### config.mk
export PLATFORM = sky130hd
export DESIGN_NAME = crt_unit
export DESIGN_NICKNAME = d
export VERILOG_FILES = /design/src/rtl/crt_pkg.sv /design/src/rtl/crt_field_read.sv /design/src/rtl/crt_lut_eval.sv /design/src/rtl/crt_reg_store.sv /design/src/rtl/crt_ctrl.sv /design/src/rtl/crt_unit.sv
export SDC_FILE = /design/constraint.sdc
export NUM_CORES = 1
export LEC_CHECK = 0
export BUFFER_PORTS_ARGS = -buffer_cell sky130_fd_sc_hd__buf_2
export CORE_ASPECT_RATIO = 1.5
export CORE_MARGIN = 10
export CORE_UTILIZATION = 50
export DETAILED_ROUTE_END_ITERATION = 10
export HOLD_SLACK_MARGIN = 0.06
export PLACE_DENSITY = 0.81
export SLEW_MARGIN = 20
export SYNTH_ARGS = -nofsm -noshare
export SYNTH_HDL_FRONTEND = slang
export SYNTH_SLANG_ARGS = --single-unit
### constraint.sdc
create_clock -name clk -period 3.6 [get_ports clk]
set_input_delay 0 -clock clk [delete_from_list [all_inputs] [get_ports clk]]
set_output_delay 0 -clock clk [all_outputs]
set_load 0.01 [all_outputs]
### src/rtl/crt_pkg.sv
package crt_pkg;

    // done-strobe controller states
    typedef enum logic {
        CTL_IDLE = 1'b0,
        CTL_DONE = 1'b1
    } ctl_state_e;

    // a ternary table always has three inputs
    localparam int TERN_IN  = 3;
    localparam int TABLE_SZ = 1 << TERN_IN;

endpackage

### src/rtl/crt_field_read.sv
module crt_field_read #(
    parameter  int NF = 8,
    parameter  int FW = 4,
    localparam int SW = $clog2(NF),
    localparam int RW = NF * FW
) (
    input  logic [RW-1:0] reg_i,
    input  logic [SW-1:0] sel_i,
    output logic [FW-1:0] field_o
);

    logic [FW-1:0] slices [NF];

    // field 0 sits at the top of the register
    for (genvar n = 0; n < NF; n++) begin : g_slice
        assign slices[n] = reg_i[RW-1-FW*n -: FW];
    end

    assign field_o = slices[sel_i];

endmodule

### src/rtl/crt_lut_eval.sv
module crt_lut_eval
    import crt_pkg::*;
#(
    parameter int FW = 4
) (
    input  logic [FW-1:0]       tgt_i,
    input  logic [FW-1:0]       a_i,
    input  logic [FW-1:0]       b_i,
    input  logic [TABLE_SZ-1:0] lut_i,
    input  logic [FW-1:0]       mask_i,
    output logic [FW-1:0]       merged_o
);

    for (genvar j = 0; j < FW; j++) begin : g_bit
        logic [TERN_IN-1:0] idx;
        assign idx = {tgt_i[j], a_i[j], b_i[j]};
        // a masked-off position keeps the old target bit
        assign merged_o[j] = mask_i[j] ? lut_i[idx] : tgt_i[j];
    end

endmodule

### src/rtl/crt_reg_store.sv
module crt_reg_store #(
    parameter  int NF = 8,
    parameter  int FW = 4,
    localparam int SW = $clog2(NF),
    localparam int RW = NF * FW
) (
    input  logic          clk,
    input  logic          rst,
    input  logic          load_i,
    input  logic [RW-1:0] load_data_i,
    input  logic          wr_i,
    input  logic [SW-1:0] wr_sel_i,
    input  logic [FW-1:0] wr_field_i,
    output logic [RW-1:0] reg_o
);

    logic [RW-1:0] reg_q;
    logic [RW-1:0] merged;

    for (genvar n = 0; n < NF; n++) begin : g_ins
        assign merged[RW-1-FW*n -: FW] =
            (wr_sel_i == SW'(n)) ? wr_field_i : reg_q[RW-1-FW*n -: FW];
    end

    always_ff @(posedge clk) begin
        if (rst) begin
            reg_q <= '0;
        end else if (load_i) begin
            reg_q <= load_data_i;
        end else if (wr_i) begin
            reg_q <= merged;
        end
    end

    assign reg_o = reg_q;

endmodule

### src/rtl/crt_ctrl.sv
module crt_ctrl
    import crt_pkg::*;
(
    input  logic clk,
    input  logic rst,
    input  logic op_valid_i,
    input  logic load_i,
    output logic write_o,
    output logic done_o
);

    ctl_state_e state_q;
    ctl_state_e state_d;
    logic       accept;

    // a load in the same cycle cancels the operation
    assign accept = op_valid_i && !load_i;

    always_ff @(posedge clk) begin
        if (rst) begin
            state_q <= CTL_IDLE;
        end else begin
            state_q <= state_d;
        end
    end

    always_comb begin
        state_d = state_q;
        unique case (state_q)
            CTL_IDLE: state_d = accept ? CTL_DONE : CTL_IDLE;
            CTL_DONE: state_d = accept ? CTL_DONE : CTL_IDLE;
            default:  state_d = CTL_IDLE;
        endcase
    end

    always_comb begin
        write_o = accept;
        done_o  = (state_q == CTL_DONE);
    end

endmodule

### src/rtl/crt_unit.sv
module crt_unit
    import crt_pkg::*;
#(
    parameter  int NUM_FIELDS = 8,
    parameter  int FIELD_W    = 4,
    localparam int SEL_W      = $clog2(NUM_FIELDS),
    localparam int REG_W      = NUM_FIELDS * FIELD_W
) (
    input  logic                clk,
    input  logic                rst,
    input  logic                op_valid,
    input  logic [SEL_W-1:0]    op_tgt,
    input  logic [SEL_W-1:0]    op_srca,
    input  logic [SEL_W-1:0]    op_srcb,
    input  logic [TABLE_SZ-1:0] op_lut,
    input  logic [FIELD_W-1:0]  op_mask,
    input  logic                ld_valid,
    input  logic [REG_W-1:0]    ld_data,
    output logic [REG_W-1:0]    cr_out,
    output logic                op_done
);

    logic [FIELD_W-1:0] f_tgt;
    logic [FIELD_W-1:0] f_a;
    logic [FIELD_W-1:0] f_b;
    logic [FIELD_W-1:0] f_new;
    logic               wr_en;

    // all three reads come from the current register, before any write
    crt_field_read #(.NF(NUM_FIELDS), .FW(FIELD_W)) u_rd_tgt (
        .reg_i(cr_out), .sel_i(op_tgt), .field_o(f_tgt));
    crt_field_read #(.NF(NUM_FIELDS), .FW(FIELD_W)) u_rd_a (
        .reg_i(cr_out), .sel_i(op_srca), .field_o(f_a));
    crt_field_read #(.NF(NUM_FIELDS), .FW(FIELD_W)) u_rd_b (
        .reg_i(cr_out), .sel_i(op_srcb), .field_o(f_b));

    crt_lut_eval #(.FW(FIELD_W)) u_eval (
        .tgt_i   (f_tgt),
        .a_i     (f_a),
        .b_i     (f_b),
        .lut_i   (op_lut),
        .mask_i  (op_mask),
        .merged_o(f_new)
    );

    crt_ctrl u_ctrl (
        .clk       (clk),
        .rst       (rst),
        .op_valid_i(op_valid),
        .load_i    (ld_valid),
        .write_o   (wr_en),
        .done_o    (op_done)
    );

    crt_reg_store #(.NF(NUM_FIELDS), .FW(FIELD_W)) u_store (
        .clk        (clk),
        .rst        (rst),
        .load_i     (ld_valid),
        .load_data_i(ld_data),
        .wr_i       (wr_en),
        .wr_sel_i   (op_tgt),
        .wr_field_i (f_new),
        .reg_o      (cr_out)
    );

endmodule

==> key figures <==
GRT
  • Largest net degree at the start of global routing: 42
  • Initial antenna violation count: 0
  • First-pass GRT wire length: 14200 um
  • Gr ovfl total: 0
  • Number of global-route vias before repair: 2720
  • GRT Overall Usage: 22.2%

Setup path
  • CP Launch Type: flip-flop
  • Max FO, Critical Path: 8
  • CP endpoint kind: flip-flop
  • Origin of the worst setup path: u_store.reg_o[15]
  • Critical path class: flip-flop to flip-flop
  • Reg2Reg Launch Point: u_store.reg_o[15]
  • WP data required: 3.74 ns
  • Critical Path AT: 2.46 ns

Clock network
  • Post-CTS setup buffer count: 0
  • Clk Latency, worst-skew pair: 0.29 ns
  • Maximum buffer depth of the clock tree: 2
  • Num CTS Buffers: 5
  • Htree depth: 2
  • Clock sink total: 33
  • CTS Hold Bufs: 30
  • Post-cts sizing count: 0
  • TritonCTS clock tree: done
  • Clock Tree Root: clkbuf_8
  • Clock-pin slew on the worst setup and hold paths: 0.06 ns

Synthesis
  • Syn_nets: 275
  • Syn_area_per_cell: 10.8 sq um
  • Post-synth EDFFs: 0
  • Yosys reg bits: 33
  • Mapped Cells: 218
  • Most used DFF post-synth: dfxtp_1
  • Cell taking the most area after synthesis: dfxtp_1
  • Post-synthesis sequential area ratio: 28.0%
  • Commonest cells post-synth: dfxtp_1, a22oi_1, o22ai_1
  • Synth Warn #: 0
  • Ranking of synthesized cells by area: dfxtp_1, mux4_2, a22oi_1
  • Synth top area share: 28.0%
  • Post-synth ARST share: 0%
  • Post-Syn Area: 0.00236 sq mm
  • Top-count cell post-synth: dfxtp_1
  • Library cells used by synthesis: 30

Drt
  • Met2 WL: 4800 um
  • M1 wire length: 3000 um
  • Via Count: 2522
  • DR vias/cell: 6.45
  • WL final: 8910 um
  • Top layer used by detailed routing: met4
  • ANT nets after route: 0
  • Detailed Route Iter0 Violations: 227
  • Wire length on met3: 679 um
  • DRT Pass-1 Iters: 4
  • Wire per inst: 22.8 um
  • DRC errors left: 0

STA
  • RSZ-0062 raised after global routing: false
  • Final Hold Vio Count: 0
  • Max Clock Freq: 0.430 GHz
  • Worst-margin pin slew: 0.715 ns
  • Setup tns final: 0 ns
  • Tmin final: 2.32 ns
  • Relative slew margins: 52.3%
  • Max Slew Vio Count: 0
  • Final setup viols: 0
  • Final worst path period share: 64.5%
  • Clock Skew: 0.00677 ns

Layout
  • Layout area overhead: 34.7%
  • Final nets: 383
  • Share of layout cells above drive strength 1: 42.5%
  • Post-route core utilization: 70.0%
  • ANT cells: 0
  • Cell Count, Final, Fillers Out: 391

Floorplan
  • Std-Cell Rows: 30
  • Initial core utilization: 52.0%
  • Die Y: 104 um
  • Top Ports: 90
  • Core area: 0.00454 sq mm
  • Die Span X: 76.1 um
  • Die area: 0.00792 sq mm

Run status
  • Status: complete, no violations

Worst hold path
  • Worst hold path class: input pin to flip-flop
  • Min-delay src: ld_data[6]

Place
  • Placed Cells incl. Taps: 353
  • Placer Congestion: 0.917
  • Detailed placement HPWL: 6650 um
  • # port buffers: 89

Pwr
  • LEAKAGE: 1.37 nW
  • PD cells: 318 mW/mm^2
  • Peak VDD IR: 0.278 mV

Run
  • Max cap viols: 0
placed cells by master, fill, tap and decap left out, types with 2 or more instances in the layout:
master / count
buf_2: 89
dfxtp_1: 33
a22oi_1: 32
o22ai_1: 32
dlygate4sd3_1: 30
mux4_2: 23
mux2i_1: 18
mux2_2: 14
nand2_1: 10
a31oi_1: 5
clkbuf_8: 5
nor2b_1: 4
a21oi_1: 4
inv_1: 3
nor2_1: 3
and2_1: 2
mux2_4: 2
a21o_1: 2
o21ai_4: 2
nand3_1: 2
clkinv_2: 2
final timing paths:
check	end	slack, ns	cells past startpoint
worst min register to register	u_store.reg_o[24]	0.64	2
worst max-delay path	u_store.reg_o[15]	1.28	6
worst max register to register	u_store.reg_o[15]	1.28	6
worst min-delay path	u_store.reg_o[6]	0.05	3
worst max-delay path, stage by stage (launching register included):
cell and delay [ns]:
dfxtp_1 0.46, mux2i_1 0.12, mux4_2 0.56, mux2i_1 0.19, mux2i_1 0.09, o31ai_2 0.56
o22ai_1 0.19
power by group:
group,total [mW],switching [mW],internal (mW)
Sequential,0.423,0.0350,0.388
Combinational,0.321,0.154,0.167
Clock,0.267,0.134,0.134
logic make-up (layout without fill, tap and decap cells):
kind of cell,Yosys count,count (layout),share of synthesized area (%)
simple gates,24,24,5.04
buf+inv,21,130,4.24
flops,33,33,28.0
compound gates,83,83,25.2
mux,57,57,37.5
cell type report:
class                      instances  area [sq um]
sequential                        33           661
multi-input combinational        164          1600
timing repair buffer             119           746
fill                             341          1360
tap                               64          80.1
inverter                           3          11.3
clock inverter                     2          10.0
clock buffer                       6          72.6
sequential cells by signal (all words and copies together), names as in the netlist:
register       flops
u_store.reg_o     32
u_ctrl.done_o      1
stage by stage:
| stage | hold slack [ns] | setup WS, ns | total power, mW | cell area (sq um) |
|---|---|---|---|---|
| floorplan | 0.0920 | 1.52 | 0.618 | 2360 |
| global placement | 0.302 | 1.35 | 0.712 | 2800 |
| detailed placement | 0.311 | 1.30 | 0.719 | 2800 |
| CTS | 0.0660 | 1.34 | 1.01 | 3180 |
| global route | 0.0870 | 1.15 | 1.05 | 3180 |
| finish | 0.0472 | 1.28 | 1.01 | 3180 |
metal layers:
layer / track usage [%] / up-vias
met5: 0 / -
met4: 12.8 / 0
met3: 5.28 / 37
met2: 40.0 / 154
met1: 22.4 / 1202
li1: - / 1129
No activity file was read; power rests on OpenSTA's default activity.
